**src/rtl/pmx_pkg.sv**
```systemverilog
package pmx_pkg;
  localparam int PMX_PADS  = 3;
  localparam int PMX_SEL_W = 2;
  localparam int PMX_FUNCS = 6;

  typedef enum logic [2:0] {
    FN_GPIO0   = 3'd0,
    FN_GPIO1   = 3'd1,
    FN_GPIO2   = 3'd2,
    FN_SER_TX  = 3'd3,
    FN_TW_DATA = 3'd4,
    FN_TW_CLK  = 3'd5
  } fn_id_e;

  typedef struct packed {
    logic   hit;
    fn_id_e fn;
  } route_t;

  // Code table per pad; a cleared hit marks an unassigned code.
  function automatic route_t pad_route(input int pad, input logic [PMX_SEL_W-1:0] code);
    route_t r;
    r.hit = 1'b0;
    r.fn  = FN_GPIO0;
    case (pad)
      0: case (code)
           2'd0: begin r.hit = 1'b1; r.fn = FN_GPIO0;   end
           2'd1: begin r.hit = 1'b1; r.fn = FN_SER_TX;  end
           2'd3: begin r.hit = 1'b1; r.fn = FN_TW_DATA; end
           default: ;
         endcase
      1: case (code)
           2'd1: begin r.hit = 1'b1; r.fn = FN_GPIO1;   end
           2'd2: begin r.hit = 1'b1; r.fn = FN_TW_DATA; end
           default: ;
         endcase
      2: case (code)
           2'd0: begin r.hit = 1'b1; r.fn = FN_GPIO2;   end
           2'd2: begin r.hit = 1'b1; r.fn = FN_TW_CLK;  end
           default: ;
         endcase
      default: ;
    endcase
    return r;
  endfunction

  function automatic logic fn_has_input(input int f);
    return (f != int'(FN_SER_TX));
  endfunction
endpackage

```
**src/rtl/pmx_decode.sv**
```systemverilog
module pmx_decode
  import pmx_pkg::*;
#(
  parameter int SEL_W     = PMX_SEL_W,
  parameter int NUM_FUNCS = PMX_FUNCS,
  parameter int PAD_IDX   = 0
) (
  input  logic                 en,
  input  logic [SEL_W-1:0]     sel,
  output logic [NUM_FUNCS-1:0] fn_hot,
  output logic                 code_hit
);
  route_t r;

  always_comb begin
    r        = pad_route(PAD_IDX, sel);
    code_hit = r.hit;
    fn_hot   = '0;
    if (en && r.hit) fn_hot[r.fn] = 1'b1;
  end
endmodule

```
**src/rtl/pmx_out_lane.sv**
```systemverilog
module pmx_out_lane #(
  parameter int NUM_FUNCS = 6
) (
  input  logic [NUM_FUNCS-1:0] fn_hot,
  input  logic [NUM_FUNCS-1:0] fn_out,
  input  logic [NUM_FUNCS-1:0] fn_oe_eff,
  output logic                 lane_out,
  output logic                 lane_oe
);
  always_comb begin
    lane_out = |(fn_hot & fn_out);
    lane_oe  = |(fn_hot & fn_oe_eff);
  end
endmodule

```
**src/rtl/pmx_in_route.sv**
```systemverilog
module pmx_in_route
  import pmx_pkg::*;
#(
  parameter int NUM_PADS  = PMX_PADS,
  parameter int NUM_FUNCS = PMX_FUNCS
) (
  input  logic [NUM_PADS*NUM_FUNCS-1:0] hot_all,
  input  logic [NUM_PADS-1:0]           pad_in,
  input  logic [NUM_FUNCS-1:0]          fn_oe,
  output logic [NUM_FUNCS-1:0]          fn_in_c
);
  for (genvar f = 0; f < NUM_FUNCS; f++) begin : g_fn
    logic pick;
    // Highest pad first, so the lowest-numbered selecting pad is written last.
    always_comb begin
      pick = 1'b0;
      for (int p = NUM_PADS - 1; p >= 0; p--) begin
        if (hot_all[p*NUM_FUNCS + f]) pick = pad_in[p];
      end
    end
    if (fn_has_input(f)) begin : g_path
      assign fn_in_c[f] = pick & ~fn_oe[f];
    end else begin : g_nopath
      logic unused_pick;
      assign unused_pick = pick;
      assign fn_in_c[f]  = 1'b0;
    end
  end
endmodule

```
**src/rtl/pmx_core.sv**
```systemverilog
module pmx_core
  import pmx_pkg::*;
#(
  parameter int NUM_PADS  = PMX_PADS,
  parameter int SEL_W     = PMX_SEL_W,
  parameter int NUM_FUNCS = PMX_FUNCS
) (
  input  logic                      clk,
  input  logic                      rst,
  input  logic [NUM_PADS*SEL_W-1:0] pad_sel,
  input  logic [NUM_PADS-1:0]       pad_en,
  input  logic [NUM_PADS-1:0]       pad_in,
  input  logic [NUM_FUNCS-1:0]      fn_out,
  input  logic [NUM_FUNCS-1:0]      fn_oe,
  output logic [NUM_FUNCS-1:0]      fn_in,
  output logic [NUM_PADS-1:0]       pad_out,
  output logic [NUM_PADS-1:0]       pad_oe
);
  localparam int HOT_W = NUM_PADS * NUM_FUNCS;
  localparam int SER_I = int'(FN_SER_TX);
  localparam int TWD_I = int'(FN_TW_DATA);

  logic [HOT_W-1:0]     hot_all;
  logic [NUM_PADS-1:0]  code_hit;
  logic [NUM_PADS-1:0]  lane_out_c;
  logic [NUM_PADS-1:0]  lane_oe_c;
  logic [NUM_FUNCS-1:0] fn_in_c;
  logic [NUM_FUNCS-1:0] fn_oe_eff;
  logic                 prev_valid;

  // Serial transmit always drives when selected.
  always_comb begin
    fn_oe_eff        = fn_oe;
    fn_oe_eff[SER_I] = 1'b1;
  end

  for (genvar p = 0; p < NUM_PADS; p++) begin : g_pad
    pmx_decode #(
      .SEL_W     (SEL_W),
      .NUM_FUNCS (NUM_FUNCS),
      .PAD_IDX   (p)
    ) u_dec (
      .en       (pad_en[p]),
      .sel      (pad_sel[p*SEL_W +: SEL_W]),
      .fn_hot   (hot_all[p*NUM_FUNCS +: NUM_FUNCS]),
      .code_hit (code_hit[p])
    );

    pmx_out_lane #(.NUM_FUNCS(NUM_FUNCS)) u_lane (
      .fn_hot    (hot_all[p*NUM_FUNCS +: NUM_FUNCS]),
      .fn_out    (fn_out),
      .fn_oe_eff (fn_oe_eff),
      .lane_out  (lane_out_c[p]),
      .lane_oe   (lane_oe_c[p])
    );

    // disabled pad is quiet one cycle later
    p_dis_quiet_r10: assert property (@(posedge clk) disable iff (rst)
      (prev_valid && $past(!pad_en[p])) |-> (!pad_out[p] && !pad_oe[p]));

    // enabled pad with unassigned code is quiet
    p_unassigned_quiet_r11: assert property (@(posedge clk) disable iff (rst)
      (prev_valid && $past(pad_en[p] && !code_hit[p])) |-> (!pad_out[p] && !pad_oe[p]));
  end

  pmx_in_route #(
    .NUM_PADS  (NUM_PADS),
    .NUM_FUNCS (NUM_FUNCS)
  ) u_route (
    .hot_all (hot_all),
    .pad_in  (pad_in),
    .fn_oe   (fn_oe),
    .fn_in_c (fn_in_c)
  );

  always_ff @(posedge clk) begin
    if (rst) begin
      pad_out    <= '0;
      pad_oe     <= '0;
      fn_in      <= '0;
      prev_valid <= 1'b0;
    end else begin
      pad_out    <= lane_out_c;
      pad_oe     <= lane_oe_c;
      fn_in      <= fn_in_c;
      prev_valid <= 1'b1;
    end
  end

  // serial transmit never returns an input
  p_ser_noinput_r4: assert property (@(posedge clk) disable iff (rst)
    !fn_in[SER_I]);

  for (genvar f = 0; f < NUM_FUNCS; f++) begin : g_fchk
    // a driving function never sees an echo
    p_driving_quiet_r6: assert property (@(posedge clk) disable iff (rst)
      (prev_valid && $past(fn_oe[f])) |-> !fn_in[f]);
  end

  // pad 0 wins two-wire data over pad 1
  p_prio_pad0_r7: assert property (@(posedge clk) disable iff (rst)
    (prev_valid && $past(pad_en[0] && pad_en[1] && pad_sel[1:0] == 2'd3 &&
                         pad_sel[3:2] == 2'd2 && !fn_oe[TWD_I]))
    |-> (fn_in[TWD_I] == $past(pad_in[0])));
endmodule

```
**config.mk**
```make
export PLATFORM = sky130hd
export DESIGN_NAME = pmx_core
export DESIGN_NICKNAME = d
export VERILOG_FILES = /design/src/rtl/pmx_pkg.sv /design/src/rtl/pmx_decode.sv /design/src/rtl/pmx_out_lane.sv /design/src/rtl/pmx_in_route.sv /design/src/rtl/pmx_core.sv
export SDC_FILE = /design/constraint.sdc
export NUM_CORES = 1
export LEC_CHECK = 0
export BUFFER_PORTS_ARGS = -buffer_cell sky130_fd_sc_hd__buf_4
export CAP_MARGIN = 30
export CELL_PAD_IN_SITES_DETAIL_PLACEMENT = 0
export CELL_PAD_IN_SITES_GLOBAL_PLACEMENT = 1
export CORE_MARGIN = 2
export CORE_UTILIZATION = 23
export DETAILED_ROUTE_END_ITERATION = 10
export PLACE_DENSITY = 0.75
export SETUP_SLACK_MARGIN = 0.15
export SYNTH_ARGS = -nofsm -noshare
export SYNTH_HDL_FRONTEND = slang
export SYNTH_SLANG_ARGS = --single-unit
export TNS_END_PERCENT = 30
```
**constraint.sdc**
```tcl
create_clock -name clk -period 0.9 [get_ports clk]
set_input_delay 0.045 -clock clk [delete_from_list [all_inputs] [get_ports clk]]
set_output_delay 0.045 -clock clk [all_outputs]
set_load 0.05 [all_outputs]
```
==> flow_metrics.py, run 1 <==
metrics = {
    "critical_path": {
        "worstPathCellList": "buf_6",
        "slowest_delay_ns": 0.33,
        "cpLargestDelayFamily": "flip-flops",
        "setup.worst_path.class": "flip-flop to output port",
        "cp_max_fo": 1,
        "crit_slowest_cell": "dfxtp_2",
        "cp.arrival_ns": 0.74,
        "critPathBufInv": 1,
        "endpoint_kind": "output port",
        "required_ns": 0.85,
        "startpoint_type": "flip-flop",
    },
    "placement": {
        "io_buffers": 35,
        "gp_congestion": 0.684,
        "place_area_um2": 836,
        "dp_cells": 116,
        "dp_slack_ns": -0.204,
    },
    "timing": {
        "grt_setup_unrepaired": "true",
        "finalSetupTns_ns": 0,
        "maxSlewViolCount": 0,
        "finalHoldViolations": 2,
        "post-route-period-util_pct": 86.9,
        "setup_viol": 0,
        "whs_ns": -0.0231,
        "fin_ws_ns": 0.118,
        "fmax_mhz": 1280,
        "period_needed_ns": 0.782,
    },
    "route": {
        "antenna_left": 0,
        "num_vias": 514,
        "drc": 0,
        "vias_per_cell": 4.15,
        "drt_wl_total_um": 1310,
        "routedWlPerCell_um": 10.6,
        "drtIter0Drc": 6,
        "dr.pass1.iters": 2,
    },
    "global_route": {
        "grt_max_degree": 7,
        "grt_pass1_vias": 541,
        "grt_overflow": 0,
        "grt_pass1_wl_um": 2230,
        "grtUsageTotal_pct": 11.7,
        "antenna_found_initial": 0,
    },
    "synthesis": {
        "syn-cell-area_um2": 499,
        "synth_area_leaders": "dfxtp_1 44%, mux2i_1 8.0%, ha_1 5.0%, a22oi_1 4.5%, nor2_1 4.5%",
        "synth_top_area_share_pct": 44.1,
        "yosysMostFrequentCell": "dfxtp_1",
        "synthMuxAreaShare_pct": 10.3,
        "synth_fa_ha_area_share_pct": 5.01,
        "ys_warn_count": 0,
        "synth-edff-count": 0,
        "synth_simple_gate_area_share_pct": 26.6,
        "ys_seq_area_share_pct": 44.1,
        "synthDistinctLibCells": 22,
        "syn-num-nets": 79,
        "synth_common_cells": "11 x dfxtp_1, 6 x nor2_1, 4 x mux2i_1",
        "syn-instance-count": 51,
        "async_flop_share_pct": 0,
        "syn_area_per_cell_um2": 9.79,
        "synth-compound-area-share_pct": 9.52,
        "ys.flop_type": "dfxtp_1",
        "synth_top_family_by_area": "simple AND/OR/NAND/NOR gates",
        "synthXorXnorAreaFrac_pct": 0,
        "synth_area_leader_cell": "dfxtp_1",
        "ys_ff_latch": 11,
    },
    "clock_tree": {
        "cts_tree": "yes",
        "cts_made_buffers": 3,
        "post_cts_buffers": 0,
        "cts_root_buf": "clkbuf_4",
        "cts_hold_buf": 4,
        "cts_buffer_depth": 2,
        "clkTransAtPathRegs_ns": 0.07,
        "htreeDepth": 1,
        "clock_sinks": 11,
    },
    "layout": {
        "syn_to_final_growth_pct": 95.5,
        "stdcell_count": 124,
        "antenna_cells": 0,
        "drive_above_1_share_pct": 61.9,
        "nets": 126,
        "design_area_um2": 976,
    },
    "floorplanning": {
        "initial_utilization_pct": 24.9,
        "core_region_area_um2": 2000,
        "die_area_um2": 2560,
        "pin_count": 38,
        "chipWidth_um": 50.6,
        "die_h_um": 50.6,
        "row_count": 16,
    },
    "status": {
        "status": "finished with violations",
        "failed_checks": "negative hold slack",
    },
    "worst_hold_path": {
        "hp-class": "input port to flip-flop",
    },
    "power_and_ir_drop": {
        "power.density_nw_per_um2": 1150,
        "vdd_drop_max_v": 0.000412,
        "p_leak_nw": 0.469,
    },
    "flow_run": {
        "max_cap_viol_count": 0,
    },
}
[state kept, by name, summed over array words and instances (netlist names)]
signal	cells
pad_out	3
pad_oe	3
fn_in	5
[cells in the final DEF (no fill, tap or decap), types with 2 or more instances in the layout]
cell and count:
buf_4 27, dfxtp_2 11, buf_6 11, nor2_1 6, mux2i_1 4, dlygate4sd3_1 4
a22oi_1 3, clkbuf_4 3, inv_1 2, and4b_1 2, nor3_1 2, or3b_4 2
nand2_1 2, nand2b_1 2, a21o_1 2
[where the power goes]
group	total [mW]	internal, mW	switching, mW
sequential	0.504	0.500	0.00477
combinational	0.293	0.161	0.132
clock	0.324	0.171	0.153
total	1.12	0.832	0.289
[cell type report]
class / instances / area (µm²)
fill: 187 / 1030
sequential: 11 / 234
timing repair buffer: 43 / 382
tap: 27 / 33.8
multi-input combinational: 36 / 287
clock buffer: 4 / 26.3
inverter: 3 / 13.8
[timing repair]
item | CTS | global route
hold endpoints to repair | 5 | 2
pin swaps | 1 | 3
gates resized for setup | 23 | 3
setup endpoints to repair | 12 | 18
[cell families (layout without fill, tap and decap cells)]
family,after synthesis,after routing
multiplexers,5,5
other,1,1
buffers and inverters,4,50
AO/OA/AOI/OAI,7,7
flip-flops,11,11
AND/OR/NAND/NOR,21,21
adder cells (fa/ha/maj),2,2
[final timing paths]
check / depth (start not counted) / end / start / slack (ns)
max: 1 / pad_out[2] / pad_out[2] / 0.12
min: 2 / fn_in[2] / pad_sel[5] / -0.02
[routing by layer]
layer | wire (µm) | GRT usage (%) | share of wire, % | up-vias
met1 | 557 | 14.6 | 43 | 225
li1 | - | - | - | 271
met4 | 27 | 9.01 | 2.1 | 0
met3 | 62 | 2.38 | 4.7 | 2
met2 | 661 | 17.5 | 50 | 16
met5 | 0 | 0 | 0 | -
[through the flow]
step / power (mW) / util, %
detailed placement: 0.777 / 41.8
finish: 1.12 / 48.8
global route: 1.18 / 48.8
global placement: 0.775 / 41.8
CTS: 1.12 / 48.1
floorplan: 0.636 / -
Note: power is estimated with default switching activity, not from simulation.
==> run 2, diff against run 1 <==
- BUFFER_PORTS_ARGS: -buffer_cell sky130_fd_sc_hd__buf_4 -> not set
- CORE_UTILIZATION: 23 -> 34
- DONT_BUFFER_PORTS: not set -> 1
- GPL_TIMING_DRIVEN: not set -> 1
- PLACE_DENSITY: 0.75 -> 0.71
==> flow_metrics.py, run 2 (synthesized netlist as in run 1, its figures left out) <==
metrics = {
    "layout": {
        "syn_to_final_growth_pct": 70.2,
        "antenna_cells": 0,
        "largest_register_ffs": 5,
        "reg_top3": "fn_in: 5 flops, pad_oe: 3 flops, pad_out: 3 flops",
        "regMostFlops": "fn_in",
        "layout_common_cells": "15 x dlygate4sd3_1, 10 x buf_6, 7 x dfxtp_1",
        "stdcell_count": 96,
        "utilization_pct": 63.7,
        "nets": 110,
        "layout_commonest_cell": "dlygate4sd3_1",
        "nFillCells": 112,
        "drive_above_1_share_pct": 29.6,
    },
    "clock_tree": {
        "cts_root_buf": "clkbuf_4",
        "cts_made_buffers": 3,
        "cts_hold_buf": 16,
        "cts_tree": "yes",
        "clock_sinks": 11,
        "post_cts_buffers": 0,
        "clkTransAtPathRegs_ns": 0.06,
        "htreeDepth": 1,
        "cts_buffer_depth": 2,
    },
    "critical_path": {
        "worstPathCellList": "buf_6",
        "cpLargestDelayFamily": "flip-flops",
        "cp_max_fo": 1,
        "crit_slowest_cell": "dfxtp_1",
        "critPathBufInv": 1,
        "slowest_delay_ns": 0.33,
        "startpoint_type": "flip-flop",
        "cp.arrival_ns": 0.73,
        "path_depth": 1,
        "endpoint_kind": "output port",
        "required_ns": 0.85,
        "setup.worst_path.class": "flip-flop to output port",
    },
    "timing": {
        "whs_ns": -0.141,
        "setup_viol": 0,
        "period_needed_ns": 0.775,
        "grt_setup_unrepaired": "true",
        "finalSetupTns_ns": 0,
        "finalHoldViolations": 6,
        "maxSlewViolCount": 0,
        "post-route-period-util_pct": 86.1,
        "fin_ws_ns": 0.125,
        "fmax_mhz": 1290,
    },
    "floorplanning": {
        "core_region_area_um2": 1330,
        "chipWidth_um": 42.3,
        "initial_utilization_pct": 37.4,
        "row_count": 13,
        "die_area_um2": 1790,
        "die_h_um": 42.3,
        "pin_count": 38,
    },
    "power_and_ir_drop": {
        "power.density_nw_per_um2": 1220,
        "p_leak_nw": 0.380,
        "vdd_drop_max_v": 0.000506,
    },
    "global_route": {
        "antenna_found_initial": 0,
        "grtUsageTotal_pct": 14.7,
        "grt_pass1_vias": 446,
        "grt_overflow": 0,
        "grt_pass1_wl_um": 2000,
        "grt_max_degree": 7,
    },
    "route": {
        "drc": 0,
        "drtIter0Drc": 23,
        "routedWlPerCell_um": 13.4,
        "dr.pass1.iters": 4,
        "drt_wl_total_um": 1290,
        "antenna_left": 0,
        "vias_per_cell": 5.17,
        "num_vias": 496,
    },
    "status": {
        "status": "finished with violations",
        "failed_checks": "negative hold slack",
    },
    "worst_hold_path": {
        "hold_path_depth": 1,
        "hp-class": "input port to flip-flop",
    },
    "placement": {
        "gp_congestion": 0.774,
        "place_hpwl_um": 876,
        "dp_slack_ns": -0.0425,
        "io_buffers": 0,
        "dp_cells": 76,
    },
    "flow_run": {
        "max_cap_viol_count": 0,
    },
}
-- run 2: changes by cell type in the layout (fill, tap and decap cells not counted) --
cell and change:
dlymetal6s4s_1 +1, dlygate4sd3_1 +11, nor3_1 +1, dfxtp_1 +7, buf_4 -27, dfxtp_2 -7
nor3_4 -1, buf_6 -1
-- run 2: per-layer routing --
| layer | track usage [%] | up-vias | share of wire (%) |
|---|---|---|---|
| li1 | - | 239 | - |
| met3 | 3.45 | 2 | 8.9 |
| met4 | 3.75 | 0 | 0.62 |
| met2 | 24.9 | 35 | 51 |
| met1 | 18.5 | 220 | 40 |
| met5 | 0 | - | 0 |
-- run 2: timing repair --
item | in CTS | in global routing
endpoints found under the hold margin | 11 | 7
setup endpoints to repair | 11 | 16
gates resized for setup | 15 | 2
-- run 2: final cells by class --
cell class              count  area [µm²]  area share (%)
clock buffers               4        26.3            3.09
inverters                   3        13.8            1.62
multi-input cells          36         275            32.4
flip-flops and latches     11         225            26.5
well taps                  15        18.8            2.21
repair buffers             27         290            34.2
-- run 2: per-stage QoR --
stage	cell area (µm²)	power, mW	hold WS (ns)
2_1_floorplan	517	0.636	0.116
3_3_place_gp	611	0.658	0.122
3_5_place_dp	611	0.659	0.123
4_1_cts	846	1.04	-0.148
5_1_grt	850	1.08	-0.147
6_report	850	1.04	-0.141
-- run 2: final timing paths --
check / from / to / slack, ns
setup / recovery: pad_oe[1] / pad_oe[1] / 0.12
hold / removal: rst / fn_in[4] / -0.14
-- run 2: report_power, final --
part,internal (mW),switching [mW],leakage [nW]
Sequential,0.498,0.00461,0.0912
Clock,0.171,0.139,0.0150
Combinational,0.118,0.105,0.274
Total,0.787,0.248,0.380
